File: src/rtl/tamper_pkg.sv
package tamper_pkg;
    typedef enum logic [1:0] {
        ACT_OFF    = 2'b00,
        ACT_WAKE   = 2'b01,
        ACT_STAMP  = 2'b10,
        ACT_SHIELD = 2'b11
    } act_e;
endpackage

File: src/rtl/tamper_guard.sv
module tamper_guard #(
    parameter int GUARD_CYC = 10
) (
    input  logic clk,
    input  logic rst_n,
    input  logic detect_en,
    output logic armed
);
    localparam int CW = $clog2(GUARD_CYC + 1);
    localparam logic [CW-1:0] START = CW'(GUARD_CYC);

    typedef struct packed {
        logic [CW-1:0] cnt;
    } guard_t;

    guard_t g_d, g_q;

    always_comb begin
        g_d = g_q;
        if (!detect_en) begin
            g_d.cnt = START;
        end else if (g_q.cnt != '0) begin
            g_d.cnt = g_q.cnt - 1'b1;
        end
    end

    always_ff @(posedge clk or negedge rst_n) begin
        if (!rst_n) g_q <= '{cnt: START};
        else        g_q <= g_d;
    end

    assign armed = detect_en && (g_q.cnt == '0);

    // the window counter never leaves its range
    assert_guard_bound_R6: assert property (@(posedge clk) disable iff (!rst_n)
        g_q.cnt <= START);

    // dropping the enable always restarts the full window
    assert_guard_restart_R6: assert property (@(posedge clk) disable iff (!rst_n)
        !detect_en |=> (g_q.cnt == START));
endmodule

File: src/rtl/tamper_lfsr.sv
module tamper_lfsr #(
    parameter int          W    = 8,
    parameter logic [W-1:0] TAPS = 8'hB8,
    parameter logic [W-1:0] SEED = 8'h01
) (
    input  logic clk,
    input  logic rst_n,
    output logic shield_out,
    output logic ref_bit
);
    typedef struct packed {
        logic [W-1:0] lfsr;
        logic         ref_b;
    } pat_t;

    pat_t p_d, p_q;

    always_comb begin
        p_d       = p_q;
        p_d.lfsr  = {1'b0, p_q.lfsr[W-1:1]} ^ (p_q.lfsr[0] ? TAPS : '0);
        p_d.ref_b = p_q.lfsr[0];
    end

    always_ff @(posedge clk or negedge rst_n) begin
        if (!rst_n) p_q <= '{lfsr: SEED, ref_b: 1'b0};
        else        p_q <= p_d;
    end

    assign shield_out = p_q.lfsr[0];
    assign ref_bit    = p_q.ref_b;

    // the pattern generator must never lock up at zero
    assert_lfsr_live_R5: assert property (@(posedge clk) disable iff (!rst_n)
        p_q.lfsr != '0);
endmodule

File: src/rtl/tamper_chan.sv
module tamper_chan
    import tamper_pkg::*;
(
    input  act_e mode,
    input  logic armed,
    input  logic edge_in,
    input  logic loop_in,
    input  logic ref_bit,
    output logic hit,
    output logic want_stamp
);
    always_comb begin
        hit        = 1'b0;
        want_stamp = 1'b0;
        if (armed) begin
            unique case (mode)
                ACT_OFF:    hit = 1'b0;
                ACT_WAKE:   hit = edge_in;
                ACT_STAMP:  begin hit = edge_in;            want_stamp = edge_in;            end
                ACT_SHIELD: begin hit = loop_in ^ ref_bit;  want_stamp = loop_in ^ ref_bit;  end
                default:    hit = 1'b0;
            endcase
        end
    end
endmodule

File: src/rtl/tamper_event_ctrl.sv
module tamper_event_ctrl
    import tamper_pkg::*;
#(
    parameter int NUM_CH    = 5,
    parameter int TS_W      = 32,
    parameter int GUARD_CYC = 10,
    parameter int LFSR_W    = 8
) (
    input  logic                  clk,
    input  logic                  rst_n,
    input  logic                  detect_en,
    input  logic [2*NUM_CH-1:0]   ch_mode,
    input  logic [NUM_CH-1:0]     ch_edge,
    input  logic [NUM_CH-1:0]     ch_loop_in,
    input  logic [TS_W-1:0]       cnt_val,
    input  logic                  ext_evt,
    input  logic                  ext_evt_en,
    input  logic [NUM_CH:0]       id_clr,
    input  logic                  irq_clr,
    output logic                  shield_out,
    output logic [NUM_CH:0]       id_q,
    output logic                  tamper_irq,
    output logic [TS_W-1:0]       stamp
);
    localparam int ID_W = NUM_CH + 1;

    typedef struct packed {
        logic [ID_W-1:0] id;
        logic            irq;
        logic [TS_W-1:0] ts;
    } ctl_t;

    ctl_t s_d, s_q;

    logic              armed;
    logic              ref_bit;
    logic [NUM_CH-1:0] chan_hit;
    logic [NUM_CH-1:0] chan_cap;
    logic              ext_fire;

    tamper_guard #(.GUARD_CYC(GUARD_CYC)) guard_i (
        .clk(clk), .rst_n(rst_n), .detect_en(detect_en), .armed(armed)
    );

    tamper_lfsr #(.W(LFSR_W), .TAPS(LFSR_W'(8'hB8)), .SEED(LFSR_W'(1))) lfsr_i (
        .clk(clk), .rst_n(rst_n), .shield_out(shield_out), .ref_bit(ref_bit)
    );

    for (genvar i = 0; i < NUM_CH; i++) begin : g_chan
        tamper_chan chan_i (
            .mode       (act_e'(ch_mode[2*i +: 2])),
            .armed      (armed),
            .edge_in    (ch_edge[i]),
            .loop_in    (ch_loop_in[i]),
            .ref_bit    (ref_bit),
            .hit        (chan_hit[i]),
            .want_stamp (chan_cap[i])
        );
    end

    assign ext_fire = ext_evt && ext_evt_en;

    always_comb begin
        s_d     = s_q;
        s_d.id  = (s_q.id & ~id_clr) | {ext_fire, chan_hit};
        s_d.irq = (s_q.irq && !irq_clr) || ext_fire || (chan_hit != '0);
        if (ext_fire || (chan_cap != '0)) begin
            s_d.ts = cnt_val;
        end
    end

    always_ff @(posedge clk or negedge rst_n) begin
        if (!rst_n) s_q <= '0;
        else        s_q <= s_d;
    end

    assign id_q       = s_q.id;
    assign tamper_irq = s_q.irq;
    assign stamp      = s_q.ts;

    // no channel may report while the guard window is open
    assert_guard_mask_R6: assert property (@(posedge clk) disable iff (!rst_n)
        !armed |-> (chan_hit == '0));

    // without a capturing event the timestamp holds
    assert_stamp_hold_R3: assert property (@(posedge clk) disable iff (!rst_n)
        (!ext_fire && (chan_cap == '0)) |=> $stable(stamp));

    // no source bit falls without a clear
    assert_id_sticky_R7: assert property (@(posedge clk) disable iff (!rst_n)
        (id_clr == '0) |=> ((id_q & $past(id_q)) == $past(id_q)));

    // the flag holds until cleared
    assert_irq_sticky_R10: assert property (@(posedge clk) disable iff (!rst_n)
        (tamper_irq && !irq_clr) |=> tamper_irq);

    // a disabled external event cannot set its source bit
    assert_ext_gate_R8: assert property (@(posedge clk) disable iff (!rst_n)
        (!ext_evt_en && !id_q[NUM_CH]) |=> !id_q[NUM_CH]);

    // every firing channel is recorded and the flag rises
    assert_multi_hit_R9: assert property (@(posedge clk) disable iff (!rst_n)
        (chan_hit != '0) |=> (tamper_irq &&
            ((id_q[NUM_CH-1:0] & $past(chan_hit)) == $past(chan_hit))));
endmodule

File: config.mk
export PLATFORM = sky130hd
export DESIGN_NAME = tamper_event_ctrl
export DESIGN_NICKNAME = d
export VERILOG_FILES = /design/src/rtl/tamper_pkg.sv /design/src/rtl/tamper_guard.sv /design/src/rtl/tamper_lfsr.sv /design/src/rtl/tamper_chan.sv /design/src/rtl/tamper_event_ctrl.sv
export SDC_FILE = /design/constraint.sdc
export NUM_CORES = 1
export LEC_CHECK = 0
export BUFFER_PORTS_ARGS = -buffer_cell sky130_fd_sc_hd__buf_2
export CORE_ASPECT_RATIO = 1.1
export CORE_MARGIN = 5
export CORE_UTILIZATION = 45
export CTS_BUF_LIST = sky130_fd_sc_hd__clkbuf_8
export CTS_CLUSTER_SIZE = 30
export DETAILED_ROUTE_END_ITERATION = 6
export PLACE_DENSITY = 0.73
export SYNTH_ARGS = -nofsm -noshare
export SYNTH_HDL_FRONTEND = slang
export SYNTH_SLANG_ARGS = --single-unit
File: constraint.sdc
create_clock -name clk -period 2.5 [get_ports clk]
set_clock_uncertainty 0.05 [all_clocks]
set_input_delay 0.5 -clock clk [delete_from_list [all_inputs] [get_ports clk]]
set_output_delay 0.5 -clock clk [all_outputs]
set_load 0.02 [all_outputs]
# == Word level (Yosys, flattened, before mapping) ==
# Index checks and enable logic that the tools add are counted.
# word_totals
reg_bits,52
latchBits,0
mem_bits_rw,0
mem_bits_ro,0
input_bits,64
output_inout_bits,40
wordCells,76
n_memories,0
# op_classes
addsub,1
n_mul,0
div_mod_pow,0
n_lt_le_gt_ge,0
eq_ne,16
n_shift,0
mux,23
bitwise_logic,9
n_reduce_logical,21
# ops
op,n
"2-bit == test, second input constant",10
1-bit case mux with 3 select lines,5
"2-bit by 1-bit == test with 1-bit output, second input constant",5
2-bit zero test,5
1-bit 2-to-1 mux,10
1-bit case mux with 2 select lines,5
5-bit nonzero test,2
2-bit OR reduction,5
4-bit 2-to-1 mux,2
8-bit 2-to-1 mux,1
7-bit by 8-bit bitwise XOR with 8-bit output,1
6-bit bitwise AND,1
6-bit inverter,1
6-bit bitwise OR,1
1-bit bitwise XOR,5
4-bit zero test,1
4-bit nonzero test,1
"4-bit by 1-bit subtractor with 4-bit output, second input constant",1
1-bit logical AND,3
1-bit logical OR,3
"2-bit by 1-bit inequality test with 1-bit output, second input constant",1
1-bit zero test,1

# == Logic depth before layout (Yosys ltp) ==
# Gate-level depths: netlist (run 1).
# depth
depth_word,6
depth_mapped,8
mapped_depth_nobuf,6

# == Hierarchy ==
# Synthesis (run 1) repeated with hierarchy kept, for this count alone.
# hier_totals
hier_cells,187
hier_area_um2,2506.2
# modules_own_cells
mod,n_inst,cells_per_inst,area_per_inst_um2,seq_area_each_um2
tamper_event_ctrl,1,94,1596.5,975.9
tamper_chan,5,12,88.8,0.0
tamper_guard,1,22,237.7,102.6
tamper_lfsr,1,11,227.7,201.4

# == Worst setup path after synthesis (run 1) ==
# Ideal clock, no wire load.
# synth_path
path_kind,input-to-reg
startpoint,input ch_mode[0]
endpoint,register s_q (netlist bit stamp[0])
setup_ns,0.096
t_arrival_ns,1.993
required_time_ns,2.354
slack_ns,0.361
stages,7
n_path_buf,1
cell_sequence,inv_1 -> ha_1 -> a222oi_1 -> nand2_1 -> o41a_4 -> buf_6 -> o32ai_2
# synth_between
elab_chain_cells,5
elab_cells_between_ends,6
classes_between,2 x eq/ne; 2 x mux; 2 x reduce/logical
# synth_rtl
element,line,rtl
"start, declared",tamper_event_ctrl.sv:12,"input logic [2*NUM_CH-1:0] ch_mode,"
2-bit == test,tamper_chan.sv:16,unique case (mode)
1-bit case mux with 2 select lines *,tamper_chan.sv:16,
1-bit 2-to-1 mux *,tamper_chan.sv:15,if (armed) begin
5-bit nonzero test *,tamper_event_ctrl.sv:67,if (ext_fire || (chan_cap != '0)) begin
1-bit logical OR *,tamper_event_ctrl.sv:67,
"end signal, assigned",tamper_event_ctrl.sv:73,if (!rst_n) s_q <= '0;
"end signal, assigned",tamper_event_ctrl.sv:74,else s_q <= s_d;
"end, declared",tamper_event_ctrl.sv:33,"ctl_t s_d, s_q;"
# Every way passes the cells marked *; elsewhere a longest branch is shown, timed or not.
# A chain may end at the register's enable or synchronous reset.

# == Worst setup path after layout (run 1) ==
# layout_path
startpoint,input ch_mode[0]
endpoint,register s_q (netlist bit stamp[21])
# Same word-level chain as after synthesis.

==> flow_metrics.env, run 1 <==
export IMPL_numPortBuffers=103
export IMPL_fp_row_count=30
export IMPL_totalWireLength_um=6110
export IMPL_synth_seq_area_share_pct=45.3
export IMPL_layout_nets=442
export IMPL_largest_net_degree_at_the_start_of_global_routing=33
export IMPL_dieArea_sq_um=7960
export IMPL_finalPower_mw=2.22
export IMPL_setup_worst_path_start="ch_mode[0]"
export IMPL_crit_path_end_kind="register"
export IMPL_post_cts_setup_buffers=0
export IMPL_drive_above_1_share_pct=42.7
export IMPL_critPathSlowestCell="o41a_4"
export IMPL_numCtsBuffers=5
export IMPL_final_common_cell="buf_2"
export IMPL_hold_path_class="primary input to asynchronous set/reset pin"
export IMPL_dieWidth_um=85.5
export IMPL_cts_hold_buf=0
export IMPL_finalCritPeriodShare_pct=83.8
export IMPL_drt_pass1_iterations=4
export IMPL_kind_of_launch_point_of_the_worst_setup_path="primary input"
export IMPL_r2r_cells=7
export IMPL_worst_setup_path_type="primary input to register"
export IMPL_dp_cells=435
export IMPL_final_setup_worst_slack_ns=0.405
export IMPL_worst_path_largest_cell_delay_ns=0.51
export IMPL_timing_slew_headroom_pct=60.4
export IMPL_worstReg2RegStart="guard_i.g_q[0]$_DFFE_PN0N_"
export IMPL_clkSinkCount=51
export IMPL_timing_critical_path_buf_inv=3
export IMPL_clock_tree_root_cell="clkbuf_8"
export IMPL_power_ir_vdd_worst_mv=0.312
export IMPL_status="complete, no violations"
export IMPL_critical_path_reg2reg_endpoint="stamp[21]$_DFFE_PN0P_"
export IMPL_timing_worst_slew_pin_value_ns=0.593
export IMPL_worst_skew_pair_late_latency_ns=0.30
export IMPL_worstPathRequired_ns=2.66
export IMPL_syn_to_final_growth_pct=26.2
export IMPL_grt_overflow_total=0
export IMPL_setup_tns_ns=0
export IMPL_core_area_sq_um=6160
export IMPL_slew_violations=0
export IMPL_grt_pass1_vias=2179
export IMPL_drc_violations_left=0
export IMPL_cp_cell_sequence="buf_2 > inv_1 > ha_1 > a222oi_1 > nand2_1 > o41a_4 > buf_4 > o32ai_2"
export IMPL_cap_violations=0
export IMPL_syn_num_nets=340
export IMPL_vias=2147
export IMPL_cts_resized_gates=0
export IMPL_drt_first_iter_violations=56
export IMPL_clkTransAtPathRegs_ns=0.09
export IMPL_setup_repair_after_global_routing_missed_its_margin="false"
export IMPL_die_h_um=93.1
export IMPL_route_detailed_wl_per_inst_um=13.8
export IMPL_synth_avg_cell_area_sq_um=10.9
export IMPL_synth_warning_count=0
export IMPL_grt_pass1_wl_um=10200
export IMPL_worstSetupEndpoint="stamp[21]$_DFFE_PN0P_"
export IMPL_setup_reg_to_reg_worst_slack_ns=0.47
export IMPL_timing_critical_path_arrival_ns=2.25
export IMPL_cp_top_family="compound AO/OA/AOI/OAI gates"
export IMPL_mappedNetlistArea_sq_um=2820
export IMPL_layoutNonFillerInstCount=443
export IMPL_most_common_layout_cells="buf_2, inv_1, dfrtp_1, nand2_1, o32ai_2"
export IMPL_cts_tree="yes"
export IMPL_critical_path_cell_count=8
export IMPL_final_min_clock_period_ns=2.09
export IMPL_postSynthRegisterBits=51
export IMPL_detailedPlace_worstSlack_ns=0.0974
export IMPL_effective_utilization_at_floorplan_pct=45.9
export IMPL_place_detailed_hpwl_um=4690
export IMPL_leakagePower_nw=1.85
export IMPL_setup_viol=0
export IMPL_number_of_antenna_violations_at_the_first_check_in_global_routing=0
export IMPL_count_of_boundary_i_o_pins=104
export IMPL_gp_congestion=0.782
export IMPL_path_max_fanout=13
export IMPL_yosysUniqueCellTypes=37
export IMPL_cts_htree_levels=2
export IMPL_power_density_nw_per_um2=622
export IMPL_fmax_mhz=477
export IMPL_synthesized_netlist_cell_count=260
export IMPL_grtUsageTotal_pct=15.7
export IMPL_antenna_diode_count=0
export IMPL_clock_tree_buffer_depth=2
export IMPL_detail_route_vias_per_cell=4.85
export IMPL_finalHoldViolations=0
export IMPL_number_of_nets_still_failing_antenna_checks_after_routing=0
cells by family (layout without fill, tap and decap cells):
kind of cell | Yosys count | count (layout) | share of synthesized area [%]
simple gates | 61 | 61 | 10.4
buf+inv | 68 | 171 | 10.5
fa+ha+maj | 16 | 16 | 7.09
flops | 51 | 51 | 45.3
compound gates | 55 | 55 | 23.9
xor+xnor | 9 | 9 | 2.79
cells in the mapped netlist, drive strengths merged:
cell	instances	share of area [%]
inv	53	7.0
dfrtp	48	43
nand2	42	5.6
o32ai	32	18
ha	16	7.1
buf	8	2.5
clkbuf	7	0.93
o21ai	6	1.1
xor2	5	1.6
and2	4	0.97
nand2b	4	0.89
xnor2	4	1.2
dfstp	3	2.8
nand3b	3	0.80
a21oi	2	0.35
a22oi	2	0.53
a31oi	2	0.44
o22ai	2	0.44
o31ai	2	0.53
or3	2	0.44
a21boi	1	0.27
a221oi	1	0.31
a222oi	1	0.35
nand4bb	1	0.40
nor2	1	0.13
nor2b	1	0.22
nor3	1	0.18
nor3b	1	0.27
nor4b	1	0.53
o2111ai	1	0.31
o2bb2ai	1	0.31
o41a	1	0.75
o41ai	1	0.31
report_power, final:
part	switching, mW	internal, mW	leakage, nW	total [mW]
clock	0.270	0.329	0.0618	0.599
combinational	0.352	0.280	1.14	0.632
sequential	0.0575	0.930	0.651	0.987
total	0.679	1.54	1.85	2.22
sequential cells by signal (all words and copies together) (netlist names):
name               count
lfsr_i.shield_out      1
stamp                 32
lfsr_i.p_q             7
guard_i.g_q            4
id_q                   6
tamper_irq             1
worst register-to-register path, stage by stage, from the launching register on:
cell	delay [ns]
dfrtp_1	0.41
inv_1	0.07
ha_1	0.22
nor3b_1	0.30
and2_1	0.30
o41a_4	0.22
buf_4	0.24
o32ai_2	0.11
final cells by class:
type	count	area (sq um)
inverters	53	199
clock inverters	2	38.8
repair buffers	110	606
multi-input cells	141	1260
well taps	80	100
fillers	539	2590
flip-flops and latches	51	1280
clock buffers	6	82.6
how the worst min path moves through the flow:
stage	start	end	slack [ns]	cells after the start
after floorplan	rst_n	guard_i.g_q[0]$_DFFE_PN0N_	0.15	0
after global routing	rst_n	stamp[18]$_DFFE_PN0P_	0.18	1
final	rst_n	stamp[18]$_DFFE_PN0P_	0.14	1
after CTS	rst_n	stamp[18]$_DFFE_PN0P_	0.15	1
after global placement	lfsr_i.p_q[3]$_DFF_PN0_	lfsr_i.p_q[2]$_DFF_PN0_	0.29	0
after detailed placement	lfsr_i.p_q[4]$_DFF_PN0_	lfsr_i.p_q[3]$_DFF_PN0_	0.29	0
metal layers:
metal  vias up  part of all wire, %  GRT usage (%)
met2        53                   50           26.2
met1      1014                   43           20.2
met3         5                  6.6           4.05
met4         0                 0.93           3.96
met5         -                    0              0
li1       1075                    -              -
per-stage QoR:
stage          hold WS, ns  cell area, sq um  utilization [%]
2_1_floorplan        0.154              2820                -
3_3_place_gp         0.286              3440             55.9
3_5_place_dp         0.292              3440             55.9
4_1_cts              0.151              3560             57.9
5_1_grt              0.180              3560             57.9
6_report             0.142              3560             57.9
Note: power is estimated with default switching activity, not from simulation.
==> inputs of run 2 (changes only) <==
Clock period 2.5 ns to 2.1 ns, I/O delays scaled along.
==> flow_metrics.env, run 2 (same netlist as run 1, synthesis figures left out) <==
export IMPL_numCtsBuffers=5
export IMPL_multiInputGateArea_sq_um=1260
export IMPL_grt_pass1_vias=2390
export IMPL_largest_register_ff_count=32
export IMPL_syn_to_final_growth_pct=30.4
export IMPL_setup_tns_ns=0
export IMPL_slew_violations=0
export IMPL_setup_viol=0
export IMPL_layoutNonFillerInstCount=461
export IMPL_effective_utilization_at_floorplan_pct=45.9
export IMPL_antenna_diode_count=0
export IMPL_timing_slew_headroom_pct=62.5
export IMPL_met2RoutedLength_um=3240
export IMPL_count_of_boundary_i_o_pins=104
export IMPL_number_of_antenna_violations_at_the_first_check_in_global_routing=0
export IMPL_drc_violations_left=0
export IMPL_kind_of_launch_point_of_the_worst_setup_path="primary input"
export IMPL_route_detailed_wl_per_inst_um=14.0
export IMPL_worstPathRequired_ns=2.25
export IMPL_wire_length_on_met1_um=2760
export IMPL_grt_overflow_total=0
export IMPL_cts_tree="yes"
export IMPL_worst_skew_pair_late_latency_ns=0.30
export IMPL_worstReg2RegStart="lfsr_i.p_q[8]$_DFF_PN0_"
export IMPL_grt_pass1_wl_um=10900
export IMPL_numPortBuffers=103
export IMPL_cap_violations=0
export IMPL_share_clk_of_total_power_pct=21.6
export IMPL_totalWireLength_um=6470
export IMPL_path_max_fanout=19
export IMPL_clock_tree_root_cell="clkbuf_8"
export IMPL_cts_htree_levels=2
export IMPL_drive_above_1_share_pct=45.4
export IMPL_power_ir_vdd_worst_mv=0.327
export IMPL_number_of_nets_still_failing_antenna_checks_after_routing=0
export IMPL_detail_route_vias_per_cell=4.85
export IMPL_combinationalPowerShare_pct=31.7
export IMPL_worst_setup_path_type="primary input to register"
export IMPL_clock_tree_buffer_depth=2
export IMPL_sequentialPowerShare_pct=46.7
export IMPL_setup_reg_to_reg_worst_slack_ns=0.15
export IMPL_power_density_nw_per_um2=681
export IMPL_fillCellCount=544
export IMPL_fmax_mhz=499
export IMPL_gp_congestion=0.791
export IMPL_clkSinkCount=51
export IMPL_internal_power_mw=1.70
export IMPL_finalCritPeriodShare_pct=95.4
export IMPL_die_h_um=93.1
export IMPL_status="complete, no violations"
export IMPL_vias=2234
export IMPL_clkTransAtPathRegs_ns=0.09
export IMPL_power_net_switching_mw=0.811
export IMPL_fp_row_count=30
export IMPL_critical_path_reg2reg_endpoint="stamp[19]$_DFFE_PN0P_"
export IMPL_core_area_sq_um=6160
export IMPL_dieArea_sq_um=7960
export IMPL_wl_met3_um=409
export IMPL_top_signal_layer_used="met4"
export IMPL_drt_pass1_iterations=5
export IMPL_cts_hold_buf=0
export IMPL_dieWidth_um=85.5
export IMPL_drt_first_iter_violations=72
export IMPL_utilization_pct=59.8
export IMPL_grtUsageTotal_pct=16.7
export IMPL_hold_path_class="primary input to asynchronous set/reset pin"
export IMPL_final_min_clock_period_ns=2.00
export IMPL_final_seq_area_sq_um=1280
export IMPL_layout_nets=461
export IMPL_finalHoldViolations=0
export IMPL_crit_path_end_kind="register"
export IMPL_final_common_cell="buf_2"
export IMPL_setup_repair_after_global_routing_missed_its_margin="false"
export IMPL_swShare_pct=32.3
export IMPL_timing_worst_slew_pin_value_ns=0.562
export IMPL_largest_net_degree_at_the_start_of_global_routing=33
export IMPL_dp_cells=454
export IMPL_timing_critical_path_arrival_ns=2.16
export IMPL_leakagePower_nw=1.94
export IMPL_place_detailed_hpwl_um=5060
export IMPL_r2r_cells=5
export IMPL_most_common_layout_cells="buf_2, inv_1, dfrtp_1, nand2_1, o32ai_2"
run 2: cell count changes in the layout (fill, tap and decap cells not counted):
cell | before | now
clkbuf_8 | 6 | 5
buf_12 | 3 | 4
inv_6 | 1 | 0
buf_4 | 4 | 21
clkinv_4 | 0 | 1
buf_6 | 0 | 1
clkinv_2 | 0 | 1
bufinv_16 | 1 | 0
run 2: power groups by stage:
stage               combinational, mW  clock [mW]  sequential [mW]
floorplan                       0.356           0             1.33
global placement                0.783           0             1.19
detailed placement              0.803           0             1.19
CTS                             0.805       0.566             1.17
global route                    0.864       0.606             1.19
finish                          0.794       0.542             1.17
run 2: what timing repair did:
item	4_1_cts	5_1_grt
setup endpoints to repair	0	25
hold endpoints to repair	0	0
resized for setup	0	1
setup buffers	0	0
run 2: critical path, stage by stage:
cell and delay [ns]:
buf_2 0.09, inv_1 0.05, ha_1 0.18, a222oi_1 0.36, nand2_1 0.14, o41a_4 0.51, buf_12 0.18, o32ai_1 0.22
run 2: worst max path at each step:
| stage | start | endpoint | slack [ns] | cells after the start |
|---|---|---|---|---|
| 2_1_floorplan | ch_mode[0] | stamp[0]$_DFFE_PN0P_ | 0.04 | 7 |
| 3_3_place_gp | ch_mode[0] | stamp[29]$_DFFE_PN0P_ | -0.22 | 8 |
| 3_5_place_dp | ch_mode[0] | stamp[28]$_DFFE_PN0P_ | -0.27 | 8 |
| 4_1_cts | ch_mode[0] | stamp[28]$_DFFE_PN0P_ | 0.04 | 8 |
| 5_1_grt | ch_mode[0] | stamp[26]$_DFFE_PN0P_ | 0.005 | 9 |
| 6_report | ch_mode[0] | stamp[19]$_DFFE_PN0P_ | 0.1 | 8 |
run 2: stage by stage:
| stage | hold WS, ns | setup WS (ns) | total power, mW | instance area [sq um] |
|---|---|---|---|---|
| 3_5_place_dp | 0.286 | -0.272 | 2.00 | 3600 |
| 5_1_grt | 0.0891 | 0.00508 | 2.66 | 3680 |
| 2_1_floorplan | 0.0744 | 0.0406 | 1.68 | 2820 |
| 6_report | 0.0522 | 0.0965 | 2.51 | 3680 |
| 3_3_place_gp | 0.284 | -0.219 | 1.97 | 3600 |
| 4_1_cts | 0.0667 | 0.0389 | 2.54 | 3680 |
run 2: layout make-up:
cell class	instances	share of cell area, %
Clock buffer	5	1.87
Timing Repair Buffer	129	20.8
Multi-Input combinational cell	141	34.1
Sequential cell	51	34.7
Clock inverter	2	0.374
Inverter	53	5.40
Tap cell	80	2.72
run 2: metal layers:
metal,track usage [%],vias to the layer above
li1,-,1117
met1,21.3,1052
met2,29.0,58
met3,3.79,7
met4,3.56,0
met5,0,-
==> inputs of run 3 (changes only) <==
--- a/config.mk
+++ b/config.mk
@@ -14,5 +14,7 @@
 export DETAILED_ROUTE_END_ITERATION = 6
 export PLACE_DENSITY = 0.73
+export SLEW_MARGIN = 20
 export SYNTH_ARGS = -nofsm -noshare
 export SYNTH_HDL_FRONTEND = slang
 export SYNTH_SLANG_ARGS = --single-unit
+export TNS_END_PERCENT = 50
==> constraint.sdc (replaced) <==
create_clock -name clk -period 2.1 [get_ports clk]
set_clock_uncertainty 0.05 [all_clocks]
set_input_delay 0.21 -clock clk [delete_from_list [all_inputs] [get_ports clk]]
set_output_delay 0.21 -clock clk [all_outputs]
set_load 0.02 [all_outputs]
==> flow_metrics.env, run 3 (same netlist as run 1, synthesis figures left out) <==
export IMPL_cap_violations=0
export IMPL_detailedPlace_worstSlack_ns=-0.0125
export IMPL_slew_violations=0
export IMPL_final_common_cell="buf_2"
export IMPL_clock_tree_buffer_depth=2
export IMPL_numCtsBuffers=5
export IMPL_grt_overflow_total=0
export IMPL_most_heavily_used_metal_layer_in_global_routing="met2"
export IMPL_finalHoldViolations=0
export IMPL_gp_congestion=0.801
export IMPL_grt_pass1_wl_um=10700
export IMPL_totalWireLength_um=6440
export IMPL_power_ir_vdd_worst_mv=0.286
export IMPL_fp_row_count=30
export IMPL_timing_worst_slew_pin_value_ns=0.811
export IMPL_worst_skew_pair_late_latency_ns=0.30
export IMPL_globalRouteMet3Util_pct=4.49
export IMPL_vias=2227
export IMPL_clkTransAtPathRegs_ns=0.09
export IMPL_worst_setup_path_type="register to register"
export IMPL_count_of_boundary_i_o_pins=104
export IMPL_syn_to_final_growth_pct=25.9
export IMPL_drt_first_iter_violations=69
export IMPL_drt_pass1_iterations=4
export IMPL_worstPathRequired_ns=2.26
export IMPL_utilization_pct=57.7
export IMPL_groute_layer_met1_usage_pct=20.9
export IMPL_number_of_nets_still_failing_antenna_checks_after_routing=0
export IMPL_setup_reg_to_reg_worst_slack_ns=0.13
export IMPL_numPortBuffers=103
export IMPL_number_of_antenna_violations_at_the_first_check_in_global_routing=0
export IMPL_setup_repair_after_global_routing_missed_its_margin="false"
export IMPL_effective_utilization_at_floorplan_pct=45.9
export IMPL_grtUsageTotal_pct=16.5
export IMPL_timing_slew_headroom_pct=45.9
export IMPL_power_density_nw_per_um2=698
export IMPL_r2r_cells=5
export IMPL_final_setup_worst_slack_ns=0.125
export IMPL_clock_tree_root_cell="clkbuf_8"
export IMPL_drive_above_1_share_pct=42.9
export IMPL_cts_tree="yes"
export IMPL_path_max_fanout=13
export IMPL_status="complete, no violations"
export IMPL_leakagePower_nw=1.86
export IMPL_fmax_mhz=506
export IMPL_layout_nets=447
export IMPL_route_detailed_wl_per_inst_um=14.4
export IMPL_cts_resized_gates=0
export IMPL_setup_viol=0
export IMPL_dieWidth_um=85.5
export IMPL_grt_pass1_vias=2318
export IMPL_largest_net_degree_at_the_start_of_global_routing=37
export IMPL_antenna_diode_count=0
export IMPL_crit_path_end_kind="register"
export IMPL_min_delay_path_depth=2
export IMPL_largest_register_ff_count=32
export IMPL_most_common_layout_cells="buf_2, inv_1, dfrtp_1, nand2_1, o32ai_2"
export IMPL_kind_of_launch_point_of_the_worst_setup_path="register"
export IMPL_final_min_clock_period_ns=1.97
export IMPL_die_h_um=93.1
export IMPL_drc_violations_left=0
export IMPL_detail_route_vias_per_cell=4.97
export IMPL_grt_met2_usage_pct=27.6
export IMPL_cts_htree_levels=2
export IMPL_hold_path_class="primary input to register"
export IMPL_timing_critical_path_arrival_ns=2.13
export IMPL_finalCritPeriodShare_pct=94.0
export IMPL_place_detailed_hpwl_um=5000
export IMPL_dieArea_sq_um=7960
export IMPL_hold_worst_slack_ns=0.0241
export IMPL_clkSinkCount=51
export IMPL_core_area_sq_um=6160
run 3: cell types whose count changed in the layout (fill, tap and decap cells not counted), sizes merged:
cell / delta
inv: +1
dlygate4sd3: +1
clkinvlp: +1
clkinv: -1
buf: -15
run 3: worst max-delay path, stage by stage, from the launching register on:
cell	delay, ns
dfrtp_1	0.49
xor2_1	0.23
and2_4	0.18
o41a_4	0.50
buf_4	0.22
o32ai_2	0.21
run 3: cell type report:
| type | count | area (sq um) |
|---|---|---|
| repair buffers | 115 | 633 |
| clock buffers | 5 | 68.8 |
| clock inverters | 3 | 16.3 |
| inverters | 53 | 199 |
| well taps | 80 | 100 |
| multi-input cells | 141 | 1260 |
| fillers | 563 | 2600 |
| flip-flops and latches | 51 | 1280 |
run 3: per-stage QoR:
stage	power, mW	instances	TNS [ns]	instance area (sq um)
3_3_place_gp	1.94	439	0	3460
5_1_grt	2.63	448	0	3550
2_1_floorplan	1.68	260	0	2820
3_5_place_dp	1.96	439	-0.0401	3460
4_1_cts	2.51	448	0	3550
6_report	2.48	448	0	3550
run 3: worst paths after layout:
kind | startpoint | to
max reg2reg | lfsr_i.p_q[8]$_DFF_PN0_ | stamp[29]$_DFFE_PN0P_
min reg2reg | lfsr_i.p_q[4]$_DFF_PN0_ | lfsr_i.p_q[3]$_DFF_PN0_
max | lfsr_i.p_q[8]$_DFF_PN0_ | stamp[29]$_DFFE_PN0P_
min | id_clr[5] | id_q[5]$_DFF_PN0_
max in group asynchronous | rst_n | lfsr_i.p_q[8]$_DFF_PN0_
min in group asynchronous | rst_n | stamp[18]$_DFFE_PN0P_
run 3: power breakdown:
part | total (mW) | internal (mW) | switching [mW]
sequential | 1.18 | 1.11 | 0.0701
combinational | 0.760 | 0.335 | 0.424
clock | 0.547 | 0.229 | 0.318
run 3: timing repair:
action | in CTS | in global routing
buffers inserted | 0 | 0
hold endpoints to repair | 31 | 0
hold buffers | 1 | 0
run 3: metal layers:
layer  share of wire, %  wire length (um)
met3                7.3               473
met1                 41              2630
met4                1.6               101
met2                 50              3240
met5                  0                 0
